<file path="src/rtl/irc_pkg.sv">
package irc_pkg;
  typedef enum logic {
    IRC_LEVEL   = 1'b0,
    IRC_CARRIER = 1'b1
  } irc_mode_e;
endpackage

</file>
<file path="src/rtl/irc_latch.sv">
module irc_latch #(
  parameter int DATA_W = 8
) (
  input  logic              clk_i,
  input  logic              rst_ni,
  input  logic              wr_en_i,
  input  logic [DATA_W-1:0] wr_data_i,
  output logic              latch_o,
  output logic [DATA_W-1:0] rd_o
);
  logic latch_d, latch_q;

  always_comb begin
    latch_d = latch_q;
    if (wr_en_i) latch_d = wr_data_i[0];
  end

  always_ff @(posedge clk_i or negedge rst_ni) begin
    if (!rst_ni) latch_q <= 1'b1;
    else         latch_q <= latch_d;
  end

  assign latch_o = latch_q;
  assign rd_o    = {{(DATA_W-1){1'b0}}, latch_q};

  // a write lands at the sampling edge
  assert_write_lands_R12: assert property (@(posedge clk_i) disable iff (!rst_ni)
    wr_en_i |=> latch_o == $past(wr_data_i[0]));

  // high data bits never reach the readback
  assert_upper_ignored_R9: assert property (@(posedge clk_i) disable iff (!rst_ni)
    (wr_en_i && (wr_data_i[DATA_W-1:1] != '0)) |=> rd_o == {{(DATA_W-1){1'b0}}, $past(wr_data_i[0])});
endmodule

</file>
<file path="src/rtl/irc_shaper.sv">
module irc_shaper #(
  parameter int EXP_W = 2,
  parameter int PER_W = 5
) (
  input  logic             m3_i,
  input  logic [EXP_W-1:0] exp_i,
  input  logic             third_i,
  output logic [PER_W-1:0] period_o,
  output logic [PER_W-1:0] high_o
);
  logic [PER_W-1:0] base;

  always_comb begin
    base     = m3_i ? PER_W'(3) : PER_W'(2);
    period_o = base << exp_i;
    if (!m3_i)            high_o = period_o >> 1;
    else if (exp_i == '0) high_o = PER_W'(1);
    else if (third_i)     high_o = PER_W'(1) << exp_i;
    else                  high_o = period_o >> 1;
  end
endmodule

</file>
<file path="src/rtl/irc_divider.sv">
module irc_divider #(
  parameter int PER_W = 5
) (
  input  logic             clk_i,
  input  logic             rst_ni,
  input  logic             en_i,
  input  logic             tick_i,
  input  logic [PER_W-1:0] period_i,
  input  logic [PER_W-1:0] high_i,
  output logic             wave_o
);
  logic [PER_W-1:0] cnt_d, cnt_q;
  logic             last;

  always_comb begin
    last  = (cnt_q >= period_i - PER_W'(1));
    cnt_d = cnt_q;
    if (!en_i)       cnt_d = '0;
    else if (tick_i) cnt_d = last ? '0 : cnt_q + PER_W'(1);
  end

  always_ff @(posedge clk_i or negedge rst_ni) begin
    if (!rst_ni) cnt_q <= '0;
    else         cnt_q <= cnt_d;
  end

  assign wave_o = en_i && (cnt_q < high_i);

  // gate-on starts from phase zero
  assert_restart_zero_R10: assert property (@(posedge clk_i) disable iff (!rst_ni)
    $rose(en_i) |-> cnt_q == '0);

  // phase stays inside the configured period
  assert_phase_in_range_R1: assert property (@(posedge clk_i) disable iff (!rst_ni)
    en_i |-> cnt_q < period_i);

  // the last phase wraps to zero on a tick
  assert_wrap_R1: assert property (@(posedge clk_i) disable iff (!rst_ni)
    (en_i && tick_i && cnt_q == period_i - PER_W'(1)) |=> cnt_q == '0);

  // no tick, no movement
  assert_hold_no_tick_R11: assert property (@(posedge clk_i) disable iff (!rst_ni)
    (en_i && $past(en_i) && !$past(tick_i)) |-> cnt_q == $past(cnt_q));
endmodule

</file>
<file path="src/rtl/ir_carrier_gen.sv">
module ir_carrier_gen #(
  parameter int DATA_W = 8,
  parameter int EXP_W  = 2
) (
  input  logic              clk_i,
  input  logic              rst_ni,
  input  logic              tick_i,
  input  logic              carrier_mode_i,
  input  logic              ratio_m3_i,
  input  logic [EXP_W-1:0]  ratio_exp_i,
  input  logic              duty_third_i,
  input  logic              wr_en_i,
  input  logic [DATA_W-1:0] wr_data_i,
  output logic              pin_o,
  output logic [DATA_W-1:0] latch_rd_o
);
  import irc_pkg::*;

  localparam int MAX_RATIO = 3 * (2 ** ((2 ** EXP_W) - 1));
  localparam int PER_W     = $clog2(MAX_RATIO + 1);

  logic [1:0]       rst_sync_q;
  logic             rst_n;
  logic             latch;
  logic             gate_on;
  logic             wave;
  logic [PER_W-1:0] period, high_cnt;
  irc_mode_e        mode;

  always_ff @(posedge clk_i or negedge rst_ni) begin
    if (!rst_ni) rst_sync_q <= 2'b00;
    else         rst_sync_q <= {rst_sync_q[0], 1'b1};
  end
  assign rst_n = rst_sync_q[1];

  assign mode = irc_mode_e'(carrier_mode_i);

  irc_latch #(.DATA_W(DATA_W)) u_latch (
    .clk_i    (clk_i),
    .rst_ni   (rst_n),
    .wr_en_i  (wr_en_i),
    .wr_data_i(wr_data_i),
    .latch_o  (latch),
    .rd_o     (latch_rd_o)
  );

  irc_shaper #(.EXP_W(EXP_W), .PER_W(PER_W)) u_shaper (
    .m3_i    (ratio_m3_i),
    .exp_i   (ratio_exp_i),
    .third_i (duty_third_i),
    .period_o(period),
    .high_o  (high_cnt)
  );

  assign gate_on = (mode == IRC_CARRIER) && !latch;

  irc_divider #(.PER_W(PER_W)) u_div (
    .clk_i   (clk_i),
    .rst_ni  (rst_n),
    .en_i    (gate_on),
    .tick_i  (tick_i),
    .period_i(period),
    .high_i  (high_cnt),
    .wave_o  (wave)
  );

  assign pin_o = (mode == IRC_CARRIER) ? wave : latch;

  // a closed gate in carrier mode keeps the pin low
  assert_gate_low_R6: assert property (@(posedge clk_i) disable iff (!rst_n)
    (carrier_mode_i && latch_rd_o[0]) |-> !pin_o);

  // level mode pin tracks the readback
  assert_level_follow_R7: assert property (@(posedge clk_i) disable iff (!rst_n)
    !carrier_mode_i |-> pin_o == latch_rd_o[0]);

  // a gate-on edge shows the high phase first
  assert_start_high_R5: assert property (@(posedge clk_i) disable iff (!rst_n)
    (carrier_mode_i && $past(carrier_mode_i) && $fell(latch_rd_o[0])) |-> pin_o);
endmodule

</file>
<file path="config.mk">
export PLATFORM = sky130hd
export DESIGN_NAME = ir_carrier_gen
export DESIGN_NICKNAME = d
export VERILOG_FILES = /design/src/rtl/irc_pkg.sv /design/src/rtl/irc_latch.sv /design/src/rtl/irc_shaper.sv /design/src/rtl/irc_divider.sv /design/src/rtl/ir_carrier_gen.sv
export SDC_FILE = /design/constraint.sdc
export NUM_CORES = 1
export LEC_CHECK = 0
export BUFFER_PORTS_ARGS = -buffer_cell sky130_fd_sc_hd__buf_2
export CORE_MARGIN = 3
export CORE_UTILIZATION = 50
export CTS_BUF_LIST = sky130_fd_sc_hd__clkbuf_8
export DETAILED_ROUTE_END_ITERATION = 16
export PLACE_DENSITY = 0.85
export SLEW_MARGIN = 20
export SYNTH_ARGS = -nofsm -noshare
export SYNTH_HDL_FRONTEND = slang
export SYNTH_SLANG_ARGS = --single-unit
</file>
<file path="constraint.sdc">
create_clock -name clk_i -period 1.97 [get_ports clk_i]
set_input_delay 0.0985 -clock clk_i [delete_from_list [all_inputs] [get_ports clk_i]]
set_output_delay 0.0985 -clock clk_i [all_outputs]
set_load 0.02 [all_outputs]
</file>
-- Word-level counts from Yosys, hierarchy flattened
Index checks and enable logic that the tools add are counted.
- equal/unequal tests: 1
- bitwise gates (word level): 0
- shift operators: 2
- mux-type cells: 8
- order comparisons: 2
- $mul: 0
- reductions and logical operators: 4
- div/mod/pow operators: 0
- add/subtract/negate cells: 2
- operators by type and width (cell ; count):
    $mux 5 ; 6
    $add 5x1->5 const B ; 1
    $ge 5x5->1 ; 1
    $lt 5x5->1 ; 1
    $shl 1x2->5 const A ; 1
    $shl 5x2->5 ; 1
    $sub 5x1->5 const B ; 1
    $logic_and 1x1->1 ; 2
    $logic_not 2->1 ; 1
    $mux 1 ; 2
    $ne 2x2->1 const B ; 1
    $logic_not 1->1 ; 1
- logic and storage cells: 22
- memories kept: 0
- bits in read-only memories: 0
- register bits: 8
- output and inout port bits: 9
- input bits: 17
- latch bits: 0
- RAM bits: 0

-- Depth between registers and ports, before layout
Gate-level depths: netlist (run 1).
- word-level depth: 8
- depth in mapped cells: 8
- gate-level depth less buffers: 7

-- Hierarchy
From an unflattened synthesis (run 1), not the netlist that was laid out.
- cells, all modules: 93
- area total of the unflattened synthesis: 829.5 um2
- modules (own cells, without submodules) (module ; cells each ; seq. area each (um2) ; times used ; area each (um2)):
    irc_divider ; 60 ; 125.1 ; 1 ; 534.3
    irc_shaper ; 17 ; 0.0 ; 1 ; 115.1
    irc_latch ; 11 ; 26.3 ; 1 ; 105.1
    ir_carrier_gen ; 5 ; 50.0 ; 1 ; 75.1

-- Worst setup path after synthesis (run 1)
No wires, ideal clock.
- path kind: in2reg
- start point: input port ratio_exp_i[0]
- end point: register u_div.cnt_q[2]
- setup time: 126 ps
- cell stages on the path: 8
- buffers on the path: 1
- setup slack: 288 ps
- arrival: 1556 ps
- required time: 1844 ps
- cells stage by stage: clkbuf_1 -> xor2_1 -> nor2_1 -> ha_1 -> nand2_1 -> o21ai_0 -> a31oi_1 -> a221o_1
- word-level cells in the longest chain between the ends: 6
- ends and longest elaborated chain (what ; line ; text):
    from (decl) ; ir_carrier_gen.sv:10 ; input logic [EXP_W-1:0] ratio_exp_i,
    $shl 5x2->5 ; irc_shaper.sv:15 ; period_o = base << exp_i;
    $sub 5x1->5 ; irc_divider.sv:16 ; last = (cnt_q >= period_i - PER_W'(1));
    $ge 5x5->1 ; irc_divider.sv:16 ;
    $mux 5 (2 in series) ; irc_divider.sv:19 ; else if (tick_i) cnt_d = last ? '0 : cnt_q + PER_W'(1);
    $mux 5 ; irc_divider.sv:18 ; if (!en_i) cnt_d = '0;
    to (signal assigned) ; irc_divider.sv:24 ; else cnt_q <= cnt_d;
    to (decl) ; irc_divider.sv:12 ; logic [PER_W-1:0] cnt_d, cnt_q;
No other way between the ends. The select of a mux whose other input is x is not followed.
A chain may end at the register's enable or synchronous reset.

-- Worst setup path after layout (run 1)
- start point: register u_div.cnt_q[3]
- end point: output port pin_o
- word-level cells in the longest chain between the ends: 3
- ends and longest elaborated chain (what ; line ; text):
    $lt 5x5->1 ; irc_divider.sv:27 ; assign wave_o = en_i && (cnt_q < high_i);
    $logic_and 1x1->1 ; irc_divider.sv:27 ;
    $mux 1 ; ir_carrier_gen.sv:67 ; assign pin_o = (mode == IRC_CARRIER) ? wave : latch;
    to (decl) ; ir_carrier_gen.sv:14 ; output logic pin_o,
No other way between the ends.

==> results of run 1 <==
how the worst min path moves through the flow:
stage	end	cells after the start
final	u_latch.latch_o$_DFFE_PN1P_	2
after global routing	u_latch.latch_o$_DFFE_PN1P_	2
after CTS	u_latch.latch_o$_DFFE_PN1P_	2
after detailed placement	rst_sync_q[1]$_DFF_PN0_	1
after global placement	rst_sync_q[1]$_DFF_PN0_	1
after floorplan	rst_sync_q[0]$_DFF_PN0_	0
cell usage after synthesis (all sizes together):
master  number
mux2i        1
nand2       13
nor2         2
a311o        1
and3         1
nand3        3
dfstp        1
ha           9
or3b         1
a211oi       2
xor2         3
a32o         1
buf          8
or4b         1
nand4        1
a21oi        2
clkbuf       2
inv          4
dfrtp        7
nor2b        3
nand2b       1
a31oi        2
o221ai       1
nor3b        1
conb         2
a221o        1
nor3         1
o21ai        6
final cells by class:
class / instances / area [um2]
Clock buffer: 3 / 41.29
Clock inverter: 1 / 3.754
Inverter: 4 / 15.01
Fill cell: 103 / 399.1
Tap cell: 14 / 17.52
Multi-Input combinational cell: 65 / 441.7
Sequential cell: 8 / 202.7
Timing Repair Buffer: 14 / 80.08
cell families (layout without fill, tap and decap cells):
family | Yosys count | count (layout) | synth area share, %
buffers and inverters | 14 | 22 | 11.79
muxes | 1 | 1 | 1.429
AOI/OAI and AO/OA | 16 | 16 | 15.89
xor gates and xnor gates | 3 | 3 | 3.751
and+or+nand+nor | 28 | 28 | 21.25
other | 2 | 8 | 1.072
adders and majority gates | 9 | 9 | 16.07
DFF | 8 | 8 | 28.75
metal layers:
layer,vias to the layer above,track usage [%]
li1,303,-
met1,268,18.45
met2,21,27.43
met3,2,6.224
met4,0,5.422
met5,-,0
worst reg2reg max path: stages, from the launching register on:
cell and delay [ps]:
dfrtp_1 420, inv_1 80, ha_1 290, nor2b_1 110
o21ai_0 150, a311o_1 430, o21ai_0 180
flip-flops by register name (all words and copies together) (netlist names):
register	cells
rst_sync_q	2
u_latch.latch_o	1
u_div.cnt_q	5
timing repair:
item,4_1_cts,5_1_grt
hold buffers,1,0
pin swaps,1,0
endpoints found under the hold margin,2,0
gates cloned,0,0
setup buffers,1,0
resized for setup,1,1
setup endpoints to repair,1,1
metrics by stage:
stage                     utilization, %  setup slack [ps]  instance area (um2)
after CTS                          66.56             39.99                799.5
after global routing               66.77             4.285                802.0
after detailed placement           61.25             164.5                735.7
final                              66.77             61.15                802.0
after global placement             61.25             177.8                735.7
after floorplan                        -             287.9                723.2
power groups by stage:
stage | Clock (mW) | Combinational (mW) | Sequential [mW]
after global placement | 0 | 0.0891 | 0.184
after CTS | 0.207 | 0.0944 | 0.182
after detailed placement | 0 | 0.0929 | 0.184
after floorplan | 0 | 0.0816 | 0.181
final | 0.201 | 0.0943 | 0.181
after global routing | 0.224 | 0.106 | 0.183
==> flow_summary.toml, run 1 <==
[status]
status = "finished, final reports clean"

[drt]
drc = 0
ant_nets = 0
met1_length_um = 624
met3WireLength_um = 85
drtIter0Drc = 10
wl_mm = 1.331
vias_per_cell = 5.450
routed-wl-met2_um = 608
top_layer = "met4"
via_count = 594
avgRoutedWirePerCell_um = 12.21
drtPass1Iterations = 4

[place]
io_buffers = 11
dpl.cell_count = 103
hpwl_mm = 1.036
gp_congestion = 0.7771

[timing]
post-route-min-period_ps = 1909
period_share_pct = 96.90
timing.hold.ws_ps = 36.89
finalSetupViolCount = 0
drv_slew = 0
grt_setup_unrepaired = "no"
hold_viol = 0
maxClockFrequency_ghz = 0.5239
fin_tns_setup_ps = 0
finClkSkew_ps = 0.3447

[job]
max_cap_violations = 0

[global_routing]
antenna_found_initial = 0
grt_overflow_total = 0
grt_use_total_pct = 16.16
grt_max_degree = 10
grt_pass1_wl_mm = 2.256
grt_pass1_vias = 553

[yosys]
synth.avg_cell_area_um2 = 8.650
synth_area_um2 = 700.7
synthTopCellsByArea = "dfrtp_1 (25%), ha_1 (16%), buf_4 (8.6%)"
ys_ff_latch = 8
yosysTopAreaCell = "dfrtp_1"
synth_warnings = 0
postSynthCellCount = 81
synth_seq_area_share_pct = 28.75
synth_cell_types = 30
synth_top_area_share_pct = 25.00

[worst_setup_path]
worstSetupPathType = "flip-flop to primary output"
crit_buf_inv = 1
path_delay_family = "simple AND/OR/NAND/NOR gates"
cp.required_ps = 1870
cp-end-kind = "primary output"
startpoint = "u_div.cnt_q[3]$_DFFE_PN0P_"
r2r-end = "u_div.cnt_q[0]$_DFFE_PN0P_"
cp_max_fo = 2
cpPeakStageDelay_ps = 520
endpoint = "pin_o"
reg2reg_depth = 6
r2r_slack_ps = 240
cpMaxStageDelayCell = "or4b_4"
cp-start-kind = "flip-flop"
path_cells = "ha_2 > or4b_4 > a211oi_2 > o21ai_1 > o221ai_1 > buf_2"
crit_arrival_ps = 1810
r2r-start = "u_div.cnt_q[0]$_DFFE_PN0P_"
crit_cells = 6

[power_and_ir_drop]
pwr-share-seq_pct = 38.0
peakVddDrop_uv = 461.2
power.internal_mw = 0.3445
clock_power_share_pct = 42.2
p_sw_share_pct = 27.77
leakagePower_nw = 0.4059
cellPowerDensity_nw_per_um2 = 594.7
power_switching_mw = 0.1325
finalPower_mw = 0.4770
pwr-share-comb_pct = 19.8

[die]
die-width_um = 43.44
ios = 26
fp-row-count = 12
die_area_um2 = 1887
core_region_area_um2 = 1201
die_h_um = 43.44
start_util_pct = 58.33

[finish]
layout_commonest_cell = "nand2_1"
nets = 122
final_cells = 109
layout_common_cells = "nand2_1 (13), buf_2 (11), ha_1 (8), conb_1 (8), dfrtp_1 (6)"
drive_above_1_share_pct = 24.21
antennaDiodeCount = 0
area_growth_pct = 14.46

[clocking]
cts_tree = "done"
h-tree-depth = 1
cts_root_buffer = "clkbuf_8"
clkLatencyLatePin_ps = 230
cts_num_sinks = 8
cts_buffers = 3
clk_pin_slew_ps = 40
cts_buffer_depth = 2

[min_path]
hp-start = "wr_en_i"
hold_class = "input pin to flip-flop"
(Power assumes the default switching activity.)
==> run 2: changes to the inputs <==
- CORE_UTILIZATION: 50 -> 45
- PLACE_DENSITY: 0.85 -> 0.78
==> run 2 against run 1 <==
Effect of this change: first-iteration DRC count rose by 40%; worst hold slack got worse by 6.8 ps; global-route usage fell by 0.43 points; critical path type unchanged.
==> flow_summary.toml, run 2 (synthesized netlist as in run 1, its figures left out) <==
[status]
status = "finished, final reports clean"

[worst_setup_path]
endpoint = "pin_o"
r2r-end = "u_div.cnt_q[0]$_DFFE_PN0P_"
cpPeakStageDelay_ps = 520
cpMaxStageDelayCell = "or4b_4"
crit_arrival_ps = 1790
cp-end-kind = "primary output"
cp-start-kind = "flip-flop"
cp.required_ps = 1870
r2r-start = "u_div.cnt_q[2]$_DFFE_PN0P_"
r2r_slack_ps = 260
reg2reg_depth = 5
cp_max_fo = 2
worstSetupPathType = "flip-flop to primary output"
path_cells = "ha_2 > or4b_4 > a211oi_2 > o21ai_1 > o221ai_1 > buf_4"
startpoint = "u_div.cnt_q[3]$_DFFE_PN0P_"

[drt]
vias_per_cell = 5.306
drtPass1Iterations = 4
drtIter0Drc = 14
drc = 0
ant_nets = 0
via_count = 589
avgRoutedWirePerCell_um = 12.15
wl_mm = 1.349

[clocking]
cts_setup_buffers = 0
clk_pin_slew_ps = 40
h-tree-depth = 1
cts_root_buffer = "clkbuf_8"
cts_buffer_depth = 2
cts_buffers = 3
cts_tree = "done"
cts_num_sinks = 8
clkLatencyLatePin_ps = 230

[power_and_ir_drop]
peakVddDrop_uv = 373.1
cellPowerDensity_nw_per_um2 = 593.8
leakagePower_nw = 0.4136

[finish]
drive_above_1_share_pct = 23.96
layout_commonest_cell = "nand2_1"
layout_common_cells = "nand2_1 (13), buf_2 (10), ha_1 (8), conb_1 (8), dfrtp_1 (7)"
antennaDiodeCount = 0
regMostFlops = "u_div.cnt_q"
area_growth_pct = 15.89
post-route-util_pct = 58.73
nets = 123
final_cells = 111
largest_reg_flops = 5

[place]
post-place-ws_ps = 231.5
hpwl_mm = 1.081
gp_congestion = 0.7930
dpl.cell_count = 106
io_buffers = 11

[global_routing]
antenna_found_initial = 0
grt_pass1_wl_mm = 2.311
grt_use_total_pct = 15.73
grt_overflow_total = 0
grt_pass1_vias = 527
grt_max_degree = 10

[min_path]
hold_class = "input pin to flip-flop"

[die]
die-width_um = 45.46
core_region_area_um2 = 1383
die_h_um = 45.46
ios = 26
start_util_pct = 50.68
fp-row-count = 13
die_area_um2 = 2067

[timing]
grt_setup_unrepaired = "yes"
post-route-min-period_ps = 1891
finClkSkew_ps = 1.950
finalSetupViolCount = 0
fin_ws_ps = 78.79
hold_viol = 0
drv_slew = 0
timing.hold.ws_ps = 30.14
maxClockFrequency_ghz = 0.5288
period_share_pct = 96.00

[job]
max_cap_violations = 0
-- run 2: cell types whose count changed in the layout (fill, tap and decap cells not counted), sizes merged --
cell  delta
buf      +1
-- run 2: layer usage --
layer  wire (um)  global-route usage [%]
met5           0                       0
met4          19                   4.678
met3         110                   6.719
met2         635                   25.07
met1         583                   19.04
-- run 2: area by class of cell --
type	instances	area, um2
Fill cell	122	570.5
Multi-Input combinational cell	65	441.7
Sequential cell	8	201.4
Timing Repair Buffer	15	90.09
Clock buffer	3	41.29
Tap cell	15	18.77
Inverter	4	15.01
Clock inverter	1	3.754
-- run 2: stage by stage --
stage	TNS (ps)	total power, mW	area, um2
final	0	0.4821	812.0
after global routing	-45.14	0.5094	812.0
after CTS	0	0.4859	807.0
after detailed placement	0	0.2795	752.0
after global placement	0	0.2754	752.0
after floorplan	0	0.2629	723.2
-- run 2: critical path: cells and delay by family, from the launching register on --
kind | cells | cell delay, ps
simple gates | 1 | 520
flops | 1 | 380
compound gates | 3 | 300
fa+ha+maj | 1 | 180
buf+inv | 1 | 170
-- run 2: where the power goes --
part           leakage, nW  switching [mW]  internal (mW)  total, mW
Clock               0.0269          0.0667          0.135      0.202
Combinational        0.284          0.0601         0.0403      0.100
Sequential           0.103         0.00730          0.173      0.180
Total                0.414           0.134          0.348      0.482
-- run 2: worst min-delay path by stage --
stage | start | endpoint | slack, ps | depth (start not counted)
after floorplan | rst_ni | rst_sync_q[0]$_DFF_PN0_ | -200 | 0
after global placement | rst_ni | rst_sync_q[0]$_DFF_PN0_ | -120 | 1
after detailed placement | rst_ni | rst_sync_q[0]$_DFF_PN0_ | -110 | 1
after CTS | wr_en_i | u_latch.latch_o$_DFFE_PN1P_ | 30 | 2
after global routing | wr_en_i | u_latch.latch_o$_DFFE_PN1P_ | 70 | 2
final | wr_en_i | u_latch.latch_o$_DFFE_PN1P_ | 30 | 2
-- run 2: timing repair --
action,in CTS,in global routing
pin swaps,1,0
endpoints found under the hold margin,2,0
resized for setup,0,2
hold buffers,1,0
endpoints found under the setup margin,1,1
